### src/rtl/fwag_pkg.sv
package fwag_pkg;

   typedef enum logic [1:0] {
      FMT_PAL8  = 2'd0,
      FMT_HALF  = 2'd1,
      FMT_FULL  = 2'd2,
      FMT_FULLA = 2'd3
   } fmt_e;

   typedef enum logic [1:0] {
      WK_IDLE = 2'd0,
      WK_LOAD = 2'd1,
      WK_RUN  = 2'd2
   } walk_st_e;

   localparam int unsigned LEN_W       = 5;
   localparam int unsigned BURST_SHORT = 4;
   localparam int unsigned BURST_MID   = 8;
   localparam int unsigned BURST_LONG  = 16;
   localparam int unsigned NUM_FIELDS  = 4;

   localparam logic [1:0] SEL_START = 2'd0;
   localparam logic [1:0] SEL_END   = 2'd1;
   localparam logic [1:0] SEL_PAGE  = 2'd2;
   localparam logic [1:0] SEL_SKIP  = 2'd3;

   function automatic logic [LEN_W-1:0] fmt_burst(input logic [1:0] code);
      logic [LEN_W-1:0] b;
      if (code == FMT_PAL8) b = LEN_W'(BURST_MID);
      else                  b = LEN_W'(BURST_LONG);
      return b;
   endfunction

endpackage

### src/rtl/fwag_shadow_regs.sv
module fwag_shadow_regs
   import fwag_pkg::*;
#(
   parameter int unsigned ADDR_W = 32
) (
   input  logic              clk,
   input  logic              rst_n,
   input  logic              wr_en,
   input  logic [1:0]        wr_sel,
   input  logic [ADDR_W-1:0] wr_data,
   input  logic              load,
   output logic [ADDR_W-1:0] sh_start,
   output logic [ADDR_W-1:0] act_start,
   output logic [ADDR_W-1:0] act_end,
   output logic [ADDR_W-1:0] act_page,
   output logic [ADDR_W-1:0] act_skip
);

   for (genvar gi = 0; gi < NUM_FIELDS; gi++) begin : g_fld
      logic [ADDR_W-1:0] sh_q;
      logic [ADDR_W-1:0] act_q;
      always_ff @(posedge clk) begin
         if (!rst_n) begin
            sh_q  <= '0;
            act_q <= '0;
         end else begin
            if (wr_en && (wr_sel == 2'(gi))) sh_q <= wr_data;
            if (load) act_q <= sh_q;
         end
      end
   end

   assign sh_start  = g_fld[SEL_START].sh_q;
   assign act_start = g_fld[SEL_START].act_q;
   assign act_end   = g_fld[SEL_END].act_q;
   assign act_page  = g_fld[SEL_PAGE].act_q;
   assign act_skip  = g_fld[SEL_SKIP].act_q;

endmodule

### src/rtl/fwag_burst_sel.sv
module fwag_burst_sel
   import fwag_pkg::*;
#(
   parameter int unsigned WIDTH_W    = 12,
   parameter int unsigned NARROW_PIX = 128
) (
   input  logic               clk,
   input  logic               rst_n,
   input  logic               load,
   input  logic [1:0]         fmt,
   input  logic [WIDTH_W-1:0] buf_width,
   output logic [LEN_W-1:0]   burst
);

   logic narrow;

   if (NARROW_PIX > 0) begin : g_narrow
      assign narrow = (32'(buf_width) < NARROW_PIX);
   end else begin : g_wide_only
      assign narrow = 1'b0 & (|buf_width);
   end

   always_ff @(posedge clk) begin
      if (!rst_n) begin
         burst <= LEN_W'(BURST_SHORT);
      end else if (load) begin
         burst <= narrow ? LEN_W'(BURST_SHORT) : fmt_burst(fmt);
      end
   end

endmodule

### src/rtl/fwag_walker.sv
module fwag_walker
   import fwag_pkg::*;
#(
   parameter int unsigned ADDR_W = 32,
   parameter int unsigned PAGE_W = 16
) (
   input  logic              clk,
   input  logic              rst_n,
   input  logic              frame_start,
   input  logic [ADDR_W-1:0] act_start,
   input  logic [ADDR_W-1:0] act_end,
   input  logic [ADDR_W-1:0] act_page,
   input  logic [ADDR_W-1:0] act_skip,
   input  logic [LEN_W-1:0]  burst,
   input  logic              req_ready,
   output logic              req_valid,
   output logic [ADDR_W-1:0] req_addr,
   output logic [LEN_W-1:0]  req_len,
   output logic              frame_done
);

   localparam int unsigned CW = PAGE_W - 2;

   walk_st_e          st;
   logic [ADDR_W-1:0] line_base;
   logic [ADDR_W-1:0] cur;
   logic [CW-1:0]     left;
   logic [CW-1:0]     page_words;
   logic [CW-1:0]     burst_x;
   logic [CW-1:0]     take;
   logic [ADDR_W-1:0] step_bytes;
   logic [ADDR_W-1:0] next_line;
   logic              fin;
   logic              line_last;

   assign page_words = act_page[PAGE_W-1:2];
   assign burst_x    = CW'(burst);
   assign take       = (left < burst_x) ? left : burst_x;
   assign step_bytes = ADDR_W'({take, 2'b00});
   assign next_line  = line_base + act_page + act_skip;
   assign line_last  = (left == take);
   assign fin        = (line_base >= act_end) || (page_words == '0);

   assign req_valid = (st == WK_RUN) && !fin;
   assign req_addr  = cur;
   assign req_len   = take[LEN_W-1:0];

   always_ff @(posedge clk) begin
      if (!rst_n) begin
         st         <= WK_IDLE;
         line_base  <= '0;
         cur        <= '0;
         left       <= '0;
         frame_done <= 1'b0;
      end else begin
         frame_done <= 1'b0;
         if (frame_start) begin
            st <= WK_LOAD;
         end else begin
            unique case (st)
               WK_LOAD: begin
                  line_base <= act_start;
                  cur       <= act_start;
                  left      <= page_words;
                  st        <= WK_RUN;
               end
               WK_RUN: begin
                  if (fin) begin
                     st         <= WK_IDLE;
                     frame_done <= 1'b1;
                  end else if (req_ready) begin
                     if (line_last) begin
                        line_base <= next_line;
                        cur       <= next_line;
                        left      <= page_words;
                     end else begin
                        cur  <= cur + step_bytes;
                        left <= left - take;
                     end
                  end
               end
               default: st <= WK_IDLE;
            endcase
         end
      end
   end

endmodule

### src/rtl/win_fetch_addr_gen.sv
module win_fetch_addr_gen
   import fwag_pkg::*;
#(
   parameter int unsigned ADDR_W     = 32,
   parameter int unsigned PAGE_W     = 16,
   parameter int unsigned WIDTH_W    = 12,
   parameter int unsigned NARROW_PIX = 128
) (
   input  logic               clk,
   input  logic               rst_n,
   input  logic               wr_en,
   input  logic [1:0]         wr_sel,
   input  logic [ADDR_W-1:0]  wr_data,
   input  logic [1:0]         fmt,
   input  logic [WIDTH_W-1:0] buf_width,
   input  logic               frame_start,
   input  logic               req_ready,
   output logic               req_valid,
   output logic [ADDR_W-1:0]  req_addr,
   output logic [4:0]         req_len,
   output logic               frame_done,
   output logic               shadow_match
);

   if (PAGE_W < 8) begin : g_bad_page
      $error("PAGE_W must be at least 8");
   end
   if (ADDR_W < PAGE_W) begin : g_bad_addr
      $error("ADDR_W must not be smaller than PAGE_W");
   end
   if (LEN_W != 5) begin : g_bad_len
      $error("request length field must be 5 bits");
   end

   logic [ADDR_W-1:0] sh_start;
   logic [ADDR_W-1:0] act_start;
   logic [ADDR_W-1:0] act_end;
   logic [ADDR_W-1:0] act_page;
   logic [ADDR_W-1:0] act_skip;
   logic [LEN_W-1:0]  burst;

   fwag_shadow_regs #(.ADDR_W(ADDR_W)) u_regs (
      .clk       (clk),
      .rst_n     (rst_n),
      .wr_en     (wr_en),
      .wr_sel    (wr_sel),
      .wr_data   (wr_data),
      .load      (frame_start),
      .sh_start  (sh_start),
      .act_start (act_start),
      .act_end   (act_end),
      .act_page  (act_page),
      .act_skip  (act_skip)
   );

   fwag_burst_sel #(.WIDTH_W(WIDTH_W), .NARROW_PIX(NARROW_PIX)) u_burst (
      .clk       (clk),
      .rst_n     (rst_n),
      .load      (frame_start),
      .fmt       (fmt),
      .buf_width (buf_width),
      .burst     (burst)
   );

   fwag_walker #(.ADDR_W(ADDR_W), .PAGE_W(PAGE_W)) u_walk (
      .clk         (clk),
      .rst_n       (rst_n),
      .frame_start (frame_start),
      .act_start   (act_start),
      .act_end     (act_end),
      .act_page    (act_page),
      .act_skip    (act_skip),
      .burst       (burst),
      .req_ready   (req_ready),
      .req_valid   (req_valid),
      .req_addr    (req_addr),
      .req_len     (req_len),
      .frame_done  (frame_done)
   );

   assign shadow_match = (act_start == sh_start);

endmodule

### config.mk
export PLATFORM = sky130hd
export DESIGN_NAME = win_fetch_addr_gen
export DESIGN_NICKNAME = d
export VERILOG_FILES = /design/src/rtl/fwag_pkg.sv /design/src/rtl/fwag_shadow_regs.sv /design/src/rtl/fwag_burst_sel.sv /design/src/rtl/fwag_walker.sv /design/src/rtl/win_fetch_addr_gen.sv
export SDC_FILE = /design/constraint.sdc
export NUM_CORES = 1
export LEC_CHECK = 0
export BUFFER_PORTS_ARGS = -buffer_cell sky130_fd_sc_hd__buf_2
export CAP_MARGIN = 30
export CORE_MARGIN = 2
export CORE_UTILIZATION = 45
export CTS_CLUSTER_SIZE = 28
export DETAILED_ROUTE_END_ITERATION = 10
export GPL_TIMING_DRIVEN = 0
export PLACE_DENSITY = 0.66
export SKIP_LAST_GASP = 1
export SLEW_MARGIN = 10
export SYNTH_ARGS = -nofsm -noshare
export SYNTH_HDL_FRONTEND = slang
export SYNTH_SLANG_ARGS = --single-unit
### constraint.sdc
create_clock -name clk -period 12.5 [get_ports clk]
set_input_delay 0.625 -clock clk [delete_from_list [all_inputs] [get_ports clk]]
set_output_delay 0.625 -clock clk [all_outputs]
set_load 0.03 [all_outputs]
==> results.txt, run 1 <==
The first routing iteration left 1,666 violations. The async set-reset flop share out of synthesis came out at 0%. Relative to the synthesized area, the layout overhead comes to 14.3%. For the number of standard-cell rows in the floorplan, the log shows 72. The placeable core region was 38,600 sq um. The origin of the critical flop-to-flop path was u_burst.burst[4].

The mux share of post-synthesis cell area is 7.90%, and the transition time of the tightest slew-check pin is 1.06 ns. The first detailed-routing pass ran for 5 iterations. OpenSTA, run right after detailed placement, puts the worst setup slack at 7.56 ns. The tools report the number of hold violations in the final report as 0. Sorting the synthesized cells by how often they occur yields sky130_fd_sc_hd__nand2_1 (347), sky130_fd_sc_hd__dfxtp_1 (340), sky130_fd_sc_hd__nor2_1 (243). The number of levels in the clock H-tree was 2; the die height was 201 um. The critical path in this run is classified as register to register. Most frequent cell after synthesis: sky130_fd_sc_hd__nand2_1. Once layout is complete, the utilization of the core stands at 51.9%. In the final routed layout, each cell accounts on average for 22.0 um.

The minimum period implied by the final worst setup slack is 5.03 ns, and the power per standard cell area is 140 nW/um^2. In this run the most critical hold path is launched from wr_data[26]. The number of clock sinks is 340. Clock tree synthesis selected as its root buffer the cell sky130_fd_sc_hd__clkbuf_16.

By area the synthesized netlist is led by sky130_fd_sc_hd__dfxtp_1 (39%), sky130_fd_sc_hd__mux2i_1 (7.8%), sky130_fd_sc_hd__nand2_1 (7.4%), sky130_fd_sc_hd__a21oi_1 (6.5%), sky130_fd_sc_hd__ha_1 (6.0%). At the worst endpoint, the required time is 12.90 ns. The synthesized netlist devotes 18.1% of its cell area to simple gates. Yosys mapped the design onto 71 distinct sky130hd cell types. The flow ran to the end, and the final reports show no timing, DRC or antenna violations.

For this run, the leading register cell type out of synthesis is sky130_fd_sc_hd__dfxtp_1. The worst-case IR drop observed on VDD is 0.0841 mV. The initial core utilization is 45.4%.

The number of maximum-capacitance violations came out at 0. In this run the worst path has a maximum fanout of 10. Number of buffers inserted during clock tree synthesis: 38. The data arrival time of the worst path is 5.42 ns.

The count of nets left with antenna violations once routing finished came out at 0. The clock insertion delay at the later pin of the skew report was 0.57 ns; the fraction of the yosys area taken by sequential cells was 38.9%. The total standard cell area after synthesis was 17,500 sq um. Final weighted congestion in routability-driven placement: 0.964.

Dividing the final minimum period by the clock period gives 40.2%. In this run, placement finished with an instance count of 2,700. TritonCTS built the clock tree. The die outline width was 201 um. The number of antenna violations at the first check in global routing is 0, and the compound-gate portion of the synthesized area is 18.0%. In this run the worst hold path is classified as primary input to register. The quantity of I/O buffers inserted on ports was 83; the number of flip-flops and latches in the synthesized netlist was 340. Detailed placement finished with a half-perimeter wire length of 47,600 um. Clock-pin slew was measured on the worst setup and hold paths at 0.06 ns. The tools report the capturing element type of the critical path as a register. STA classifies the critical path startpoint as a register.

The number of global-route vias before repair is 15.2k, and the normalized max-slew margin is 29.2%. The clock tree skew after final layout was 0.0204 ns. The fraction of layout cells with a size suffix above 1 is 7.81%. The final net count is 2,396. The number of standard cells in the layout, taps in and fillers out was 2,772. The total overflow left after global routing is 0. After synthesis, the largest area contributor takes up 38.9% of total cell area.

For this design the top-level I/O count stands at 93. The run gives 29.7% as the total global routing track utilization. The cell taking the most area after synthesis was sky130_fd_sc_hd__dfxtp_1. Worst setup slack after layout: 7.47 ns.

On the final layout, the worst hold slack is 0.337 ns. Using the TritonRoute via totals, the vias-per-cell ratio works out to 5.78. Tracing the worst setup path back leads to its startpoint at u_burst.burst[4]. The run gives 0 ns as the sum of negative setup slack.

Area share of xor/xnor cells in the synthesized design: 3.35%. The number of diodes added for antenna fixing is 0, and the highest clock rate is 0.199 GHz. The Yosys step of the flow raised 0 warnings.

Setup repair after global routing left no endpoint under its margin. The number of gates resized after cts is 0. Number of hold buffers added after CTS: 0. In this run the static leakage power is 8.41 nW.

The combinational family with the most area after synthesis is simple AND/OR/NAND/NOR gates. Summed over all layers, the routed wires come to 60,900 um. The cell count after synthesis is 2,090.

The mean post-synth cell area was 8.37 sq um; the share of synthesized cell area in full adder, half adder and majority cells was 9.78%. The first global-routing pass estimated 91,700 um of wire. The run gives 15 as the maximum number of pins on one net before global-route repair.

After detailed routing, the number of remaining DRC violations is 0. In this run the deepest clock path goes through 3 buffers. Across all layers, the routed design uses 16.0k vias. Setup violations remaining at the end of the flow were counted as 0.

Number of buffers inserted by post-CTS setup repair: 0. The die covers 40,500 sq um. Counting flops with a built-in enable in the synthesized netlist gives 0. The final number of max-transition violations was 0.
==> kinds of logic after synthesis <==
family	Yosys count
other	2
multiplexers	138
flip-flops	340
AO/OA/AOI/OAI	499
AND/OR/NAND/NOR	742
buffers and inverters	185
XOR/XNOR	67
adder cells (fa/ha/maj)	117
==> path summary, 6_finish.rpt <==
kind	end	slack (ns)	cells past startpoint
worst max register to register	u_walk.req_addr[30]	7.47	17
worst min register to register	u_regs.g_fld[3].sh_q[11]	0.45	2
worst max-delay path	u_walk.req_addr[30]	7.47	17
worst min-delay path	u_regs.g_fld[1].sh_q[26]	0.34	3
==> state kept, by name (all words and copies together) (netlist names) <==
register           flops
u_burst.burst          3
u_regs.act_end        32
u_regs.act_page       32
u_regs.act_skip       32
u_regs.act_start      32
u_regs.g_fld.sh_q     96
u_regs.sh_start       32
u_walk.frame_done      1
u_walk.left           14
u_walk.line_base      32
u_walk.req_addr       32
u_walk.st              2
==> layout make-up <==
class                      count  area (sq um)
timing repair buffer          88           469
multi-input combinational   1573         10000
buffer                       126           483
inverter                      59           221
clock inverter                18           297
tap                          518           648
clock buffer                  50          1060
fill                        3737         18600
sequential                   340          6810
==> power by group <==
group,switching [mW],internal [mW],total [mW]
clock network,0.485,0.745,1.23
registers,0.0394,1.12,1.16
logic,0.276,0.136,0.413
total,0.800,2.00,2.80
==> worst max-delay path, cell delays in order (launching register included) <==
cell and delay, ns:
sky130_fd_sc_hd__dfxtp_1 0.34, sky130_fd_sc_hd__inv_1 0.07, sky130_fd_sc_hd__ha_1 0.30, sky130_fd_sc_hd__a21o_1 0.15, sky130_fd_sc_hd__a31oi_1 0.56, sky130_fd_sc_hd__and2_1 0.22
sky130_fd_sc_hd__clkbuf_1 0.31, sky130_fd_sc_hd__mux2_2 0.42, sky130_fd_sc_hd__ha_1 0.36, sky130_fd_sc_hd__a211oi_1 0.45, sky130_fd_sc_hd__o21ai_0 0.18, sky130_fd_sc_hd__o211ai_1 0.15
sky130_fd_sc_hd__a211oi_1 0.18, sky130_fd_sc_hd__nor2_1 0.25, sky130_fd_sc_hd__clkbuf_1 0.49, sky130_fd_sc_hd__nor4_1 0.11, sky130_fd_sc_hd__o21ai_0 0.19, sky130_fd_sc_hd__a41oi_1 0.13
==> cell usage in the layout, fill, tap and decap left out, drive strengths merged, types with 10 or more instances in the layout <==
master    n
nand2   347
dfxtp   340
nor2    243
a21oi   227
clkbuf  148
mux2i   137
buf     116
ha       84
inv      59
o21ai    54
xor2     42
a21o     34
fa       33
a211oi   28
xnor2    25
o211ai   23
nand3    22
nand4    21
nor3     21
nor4     20
o21a     16
a31oi    16
nand2b   12
o22ai    11
nor2b    10
and3     10
conb     10
clkinv   10
==> per-stage QoR <==
stage	instance area [sq um]	power [mW]
after CTS	20000	2.79
after global routing	20000	2.89
after detailed placement	18600	1.58
after global placement	18600	1.57
final	20000	2.80
after floorplan	17500	1.43
==> metal layers <==
layer,vias up,GRT usage [%],wire (um),part of all wire [%]
met4,0,9.61,1860,3.1
met3,103,5.00,5150,8.4
met2,693,46.5,26800,44
met5,-,0,0,0
met1,7660,41.7,27200,45
li1,7570,-,-,-
(Power assumes the default switching activity.)
==> inputs of run 2 (changes only) <==
Settings changed: PLACE_DENSITY 0.66 to 0.68.
Clock period 12.5 ns to 4.3 ns, I/O delays scaled along.
==> results.txt, run 2 (synthesis gave the netlist of run 1 again) <==
The run finished with clean final reports. The number of maximum-capacitance violations came out at 0 (unchanged). The number of standard cells in the layout, taps in and fillers out is 2,803 (+1.1%), and the cell count after placement is 2,700 (unchanged). For the final net count, the log shows 2,427 (+1.3%). Number of hold violations in the final report: 0 (unchanged). The worst min-delay path category was primary input to register. STA classifies the critical path startpoint as a register.

Leaving out fill and tap cells, the most frequent cell in the layout is sky130_fd_sc_hd__nand2_1. Destination of the critical timing path: u_walk.req_addr[25]. The capture instance of the worst register-to-register path is u_walk.req_addr[25]. The total via count after detailed routing was 16.1k (+0.19%); the worst-case register-to-register setup slack was 0.16 ns (-7.32 ns). Critical path's most frequent cell: sky130_fd_sc_hd__a211oi_1. The fraction of layout cells with a size suffix above 1 was 8.27% (+0.46 points); the HPWL reported at the end of detailed placement was 47,300 um (-0.68%). The run gives 0 (unchanged) as the final routed DRC violation total.

The iteration count of the initial detailed-routing pass is 7 (+2). The final count of negative-setup-slack endpoints is 0 (unchanged), and the starting DRC count in detailed routing is 1,486 (-11%). The run gives 72 (unchanged) as the number of standard-cell rows in the floorplan. The number of levels in the clock H-tree came out at 2 (unchanged).

The tools report the highest clock rate as 0.241 GHz (+21%). The logs give 0.55 ns (-0.02 ns) for the clock insertion delay at the later pin of the skew report and 45.4% (unchanged) for the initial core utilization. The synthesis-to-finish area growth was 16.3%. Aggregate routed wire length: 59,700 um (-2.0%). Worst setup path startpoint: u_regs.act_page[12]. The total congestion overflow is 0 (unchanged), and the number of vias per cell after detailed routing is 5.73 (-0.92%).

Clock tree skew after final layout: 0.0198 ns (-0.000549 ns). The reported leakage power is 8.54 nW (+1.5%), and the worst-path maximum fanout is 8 (-2). The transition time of the tightest slew-check pin was 1.05 ns (-0.0124 ns). The area of the die is 40,500 sq um (unchanged). The minimum period implied by the final worst setup slack is 4.14 ns (-0.885 ns), and the die outline width is 201 um (unchanged).

The data arrival time of the worst path came out at 4.54 ns (-0.88 ns). The residual antenna-violating net count after detailed routing is 0 (unchanged). The final number of max-transition violations came out at 0 (unchanged). The flip-flop count of the largest register after layout came out at 96 (unchanged). The total number of cells along the worst setup path works out to 11 (-6).

The buffer levels on the longest clock path is 3 (unchanged). The logs give 14 (-1) for the maximum number of pins on one net before global-route repair and 8.04 mW (+190%) for the power consumption. The die height was 201 um (unchanged); the wire length per cell was 21.3 um (-3.1%). The maximum cell stage delay along the critical path came out at 0.59 ns (+0.03 ns). The path depth of the worst reg2reg path is 11 (-6). The quantity of I/O buffers inserted on ports works out to 83 (unchanged). The top cell types in the final layout, fill and taps aside, are sky130_fd_sc_hd__nand2_1 (347), sky130_fd_sc_hd__dfxtp_1 (340), sky130_fd_sc_hd__nor2_1 (243), sky130_fd_sc_hd__a21oi_1 (227), sky130_fd_sc_hd__mux2i_1 (137). Setup repair after global routing could not meet its margin everywhere. The tools report the worst voltage drop across the vdd grid as 0.310 mV (+270%). The placeable core region was 38,600 sq um (unchanged); the final weighted congestion in routability-driven placement was 0.977 (+1.4%). The kind of cell with the highest combined delay along the critical path is compound AO/OA/AOI/OAI gates. Traced cell by cell, the critical path runs through fa_1 > ha_1 > clkbuf_1 > a21o_1 > a31o_2 > o31ai_1 > a21oi_1 > a211oi_1 > xnor2_1 > a2111oi_0 > a211oi_1. The tools report the normalized max-slew margin as 29.0% (-0.16 points). For this design, the slowest cell found on the critical path is sky130_fd_sc_hd__a2111oi_0.

The origin of the critical flop-to-flop path is u_regs.act_page[12]. The tools report the number of global-route vias before repair as 15.1k (-0.20%). The number of buffers inserted during clock tree synthesis was 38 (unchanged). Required arrival time at the worst endpoint: 4.70 ns (-8.20 ns).

The period utilization works out to 96.3% (+56 points). TritonCTS built the clock tree. Register with the most flip-flops: u_regs.g_fld.sh_q. The total buffers and inverters traversed by the critical path was 1 (-2). The wire length of the first global-routing pass is 90,100 um (-1.8%). The clock slew seen by the registers of the worst setup and hold paths came out at 0.06 ns (about the same). The tools report the number of clock sinks as 340 (unchanged). The power per standard cell area was 395 nW/um^2 (+180%).

The run gives 93 (unchanged) as the number of placed I/O pins. The capturing element type of the critical path was a register. The smallest hold slack is 0.0928 ns (-0.244 ns). The logs give 0 (unchanged) for the number of antenna violations at the first check in global routing and 0 (unchanged) for the number of diodes added for antenna fixing. The tools report the master cell of the clock root buffer as sky130_fd_sc_hd__clkbuf_16. Kind of critical path: register to register.

The total global routing track utilization came out at 28.9% (-0.75 points).
## run 2: cell types whose count changed in the layout (fill, tap and decap cells not counted), moves of 2 or more
| cell | change |
|---|---|
| sky130_fd_sc_hd__clkbuf_2 | +2 |
| sky130_fd_sc_hd__clkinv_4 | +3 |
| sky130_fd_sc_hd__dlygate4sd3_1 | +34 |
| sky130_fd_sc_hd__buf_6 | -2 |
| sky130_fd_sc_hd__a211oi_2 | +3 |
| sky130_fd_sc_hd__clkbuf_8 | +2 |
| sky130_fd_sc_hd__bufinv_16 | -2 |
| sky130_fd_sc_hd__buf_2 | +2 |
| sky130_fd_sc_hd__clkinv_2 | -4 |
| sky130_fd_sc_hd__buf_4 | +2 |
| sky130_fd_sc_hd__clkbuf_1 | -3 |
| sky130_fd_sc_hd__buf_1 | -2 |
| sky130_fd_sc_hd__a31oi_1 | -2 |
| sky130_fd_sc_hd__a211oi_1 | -3 |
## run 2: tightest hold or removal path, stage by stage
cell and delay (ns):
sky130_fd_sc_hd__buf_2 0.08, sky130_fd_sc_hd__nor2_1 0.03, sky130_fd_sc_hd__nand2_1 0.08, sky130_fd_sc_hd__nand2_1 0.06, sky130_fd_sc_hd__o21ai_0 0.06, sky130_fd_sc_hd__nand2_1 0.05
## run 2: through the flow
step	area, sq um	util, %	setup TNS, ns	setup slack, ns
floorplan	17500	-	0	0.149
global placement	18600	48.2	-25.19	-0.583
detailed placement	18600	48.3	-30.39	-0.667
CTS	20300	52.7	0	0.0464
global route	20400	52.8	-0.0392	-0.0282
finish	20400	52.8	0	0.158
## run 2: worst min path at each step
stage | endpoint | start | cells after the start
2_1_floorplan | u_regs.g_fld[1].sh_q[0] | wr_data[0] | 2
3_3_place_gp | u_regs.g_fld[2].sh_q[25] | u_regs.g_fld[2].sh_q[25] | 2
3_5_place_dp | u_regs.g_fld[2].sh_q[20] | u_regs.g_fld[2].sh_q[20] | 2
4_1_cts | u_burst.burst[2] | buf_width[7] | 6
5_1_grt | u_burst.burst[4] | fmt[1] | 4
6_report | u_burst.burst[2] | buf_width[7] | 6
## run 2: power by group
part           switching, mW  internal, mW
clock                   1.37          2.08
sequential             0.113          3.25
combinational          0.798         0.426
total                   2.28          5.76
## run 2: layout make-up
| type | count | area [sq um] |
|---|---|---|
| inverters | 59 | 221 |
| clock buffers | 54 | 1090 |
| repair buffers | 120 | 782 |
| multi-input cells | 1573 | 10100 |
| plain buffers | 125 | 489 |
| fillers | 3647 | 18200 |
| clock inverters | 14 | 231 |
| well taps | 518 | 648 |
| flip-flops and latches | 340 | 6810 |
## run 2: metal layers
layer  wire, um  track usage, %
met5          0               0
met4       2380            11.3
met3       4980            4.20
met2      26100            45.3
met1      26300            40.3
## run 2: repair_timing
| action | in CTS | in global routing |
|---|---|---|
| gates resized for setup | 13 | 10 |
| hold buffers | 34 | 0 |
| hold endpoints to repair | 124 | 0 |
| endpoints found under the setup margin | 76 | 69 |
| cloned | 0 | 0 |
| buffers inserted | 0 | 2 |
| pin swaps | 0 | 3 |
==> inputs of run 3 (changes only) <==
Settings changed: PLACE_DENSITY 0.68 to 0.66.
Clock period 4.3 ns to 4.5 ns, I/O delays scaled along.
==> results.txt, run 3 (synthesis gave the netlist of run 1 again) <==
TritonCTS built the clock tree. Leaving out fill and tap cells, the most frequent cells in the layout are sky130_fd_sc_hd__nand2_1 (347), sky130_fd_sc_hd__dfxtp_1 (340), sky130_fd_sc_hd__nor2_1 (243), sky130_fd_sc_hd__a21oi_1 (227), sky130_fd_sc_hd__mux2i_1 (137). The clock tree skew after final layout came out at 0.0228 ns (+0.00291 ns). For the number of antenna violations at the first check in global routing, the log shows 0 (unchanged). The number of placed I/O pins came out at 93 (unchanged). For the number of diodes added for antenna fixing, the log shows 0 (unchanged).

The kind of critical path is register to register. Flip-flop count of the largest register after layout: 96 (unchanged). The die height is 201 um (unchanged), and the total global routing track utilization is 29.9% (+0.93 points). The maximum number of pins on one net before global-route repair was 15 (+1); the smallest hold slack was 0.0818 ns (-0.0110 ns). The run gives 6 (-1) as the iteration count of the initial detailed-routing pass.

The run gives -0.443 ns (+0.224 ns) as the setup slack at placement. Setup repair after global routing left no endpoint under its margin. The number of vias per cell after detailed routing works out to 5.75 (+0.44%).

The HPWL reported at the end of detailed placement is 47,600 um (+0.68%), and the final routed DRC violation total is 0 (unchanged). The power per standard cell area was 383 nW/um^2 (-3.0%). The fraction of layout cells with a size suffix above 1 is 8.30% (+0.026 points). Leaving out fill and tap cells, the most frequent cell in the layout is sky130_fd_sc_hd__nand2_1.

The logs give 0 (unchanged) for the final number of max-transition violations and 40,500 sq um (unchanged) for the area of the die. The worst-path maximum fanout was 10 (+2); the number of levels in the clock H-tree was 2 (unchanged). The number of buffers inserted during clock tree synthesis is 38 (unchanged). The total congestion overflow was 0 (unchanged); the sum of negative setup slack was 0 ns (unchanged).

For the data arrival time of the worst path, the log shows 4.72 ns (+0.18 ns). The minimum period implied by the final worst setup slack came out at 4.32 ns (+0.174 ns). The tools report the aggregate routed wire length as 61,500 um (+2.9%). The run finished with clean final reports. Counting flops per register, the top entry is u_regs.g_fld.sh_q. The starting DRC count in detailed routing was 1,675 (+13%); the worst voltage drop across the vdd grid was 0.233 mV (-25%). The tools report the total via count after detailed routing as 16.2k (+0.62%). The number of hold violations in the final report was 0 (unchanged); the reported leakage power was 8.59 nW (+0.55%). Normalized max-slew margin: 31.1% (+2.0 points). The synthesis-to-finish area growth came out at 16.6%.

The number of standard-cell rows in the floorplan is 72 (unchanged). The period utilization came out at 95.9% (-0.41 points). The wire length per cell was 21.9 um (+2.7%); the final net count was 2,432 (+0.21%). The final weighted congestion in routability-driven placement is 0.964 (-1.4%). Master cell of the clock root buffer: sky130_fd_sc_hd__clkbuf_16.

The placeable core region was 38,600 sq um (unchanged). The tools report the number of clock sinks as 340 (unchanged). STA classifies the critical path startpoint as a register.

The highest clock rate was 0.232 GHz (-4.0%); the die outline width was 201 um (unchanged). The buffer levels on the longest clock path is 3 (unchanged), and the required arrival time at the worst endpoint is 4.90 ns (+0.20 ns). The final count of negative-setup-slack endpoints was 0 (unchanged); the worst setup slack after layout was 0.183 ns (+0.0257 ns).

The utilization after layout is 52.9% (+0.14 points), and the quantity of I/O buffers inserted on ports is 83 (unchanged). The transition time of the tightest slew-check pin works out to 1.03 ns (-0.0157 ns). The capturing element type of the critical path is a register. The wire length of the first global-routing pass came out at 92,400 um (+2.6%). The worst min-delay path category was primary input to register. Number of global-route vias before repair: 15.3k (+1.3%). The clock slew seen by the registers of the worst setup and hold paths was 0.06 ns (about the same); the number of maximum-capacitance violations was 0 (unchanged). The tools report the clock insertion delay at the later pin of the skew report as 0.57 ns (+0.02 ns). The residual antenna-violating net count after detailed routing is 0 (unchanged). For the initial core utilization, the log shows 45.4% (unchanged).
-- run 3: area by class of cell --
| class | count | area (sq um) |
|---|---|---|
| Clock buffer | 50 | 1060 |
| Fill cell | 3710 | 18100 |
| Buffer | 125 | 484 |
| Sequential cell | 340 | 6810 |
| Clock inverter | 18 | 297 |
| Multi-Input combinational cell | 1573 | 10100 |
| Tap cell | 518 | 648 |
| Inverter | 59 | 221 |
| Timing Repair Buffer | 125 | 832 |
-- run 3: stage by stage --
stage | instance area [sq um] | power (mW) | instances
2_1_floorplan | 17500 | 3.98 | 2098
3_3_place_gp | 18600 | 4.37 | 2699
3_5_place_dp | 18600 | 4.39 | 2700
4_1_cts | 20300 | 7.79 | 2802
5_1_grt | 20400 | 8.05 | 2808
6_report | 20400 | 7.82 | 2808
-- run 3: per-layer routing --
layer / part of all wire [%] / vias to the layer above / track usage (%)
met3: 8.7 / 121 / 5.12
met5: 0 / - / 0
met2: 44 / 671 / 46.8
met1: 44 / 7720 / 41.8
met4: 3.2 / 0 / 9.77
li1: - / 7643 / -
-- run 3: worst max-delay path: stages (launching register included) --
cell and delay, ns:
sky130_fd_sc_hd__dfxtp_1 0.45, sky130_fd_sc_hd__ha_1 0.30, sky130_fd_sc_hd__a21oi_1 0.15, sky130_fd_sc_hd__o21bai_1 0.10
sky130_fd_sc_hd__a211oi_1 0.46, sky130_fd_sc_hd__o211ai_1 0.50, sky130_fd_sc_hd__a211oi_1 0.77, sky130_fd_sc_hd__nand2b_1 0.27
sky130_fd_sc_hd__buf_2 0.31, sky130_fd_sc_hd__buf_1 0.63, sky130_fd_sc_hd__a41oi_1 0.20
-- run 3: worst paths after layout --
path / from / slack, ns / cells after the start / endpoint
worst max register to register: u_walk.line_base[13] / 0.18 / 10 / u_walk.req_addr[30]
worst min-delay path: buf_width[7] / 0.08 / 6 / u_burst.burst[2]
worst max-delay path: u_walk.line_base[13] / 0.18 / 10 / u_walk.req_addr[30]
worst min register to register: u_regs.g_fld[3].sh_q[11] / 0.45 / 2 / u_regs.g_fld[3].sh_q[11]
-- run 3: repair_timing --
action	4_1_cts	5_1_grt
hold buffers	34	0
gates resized for setup	9	8
pin swaps	0	1
hold endpoints to repair	127	0
setup buffers	0	3
endpoints found under the setup margin	68	68
-- run 3: power by group --
| group | internal [mW] | leakage, nW | switching [mW] |
|---|---|---|---|
| combinational | 0.405 | 5.17 | 0.778 |
| sequential | 3.11 | 2.76 | 0.110 |
| clock | 2.07 | 0.664 | 1.35 |
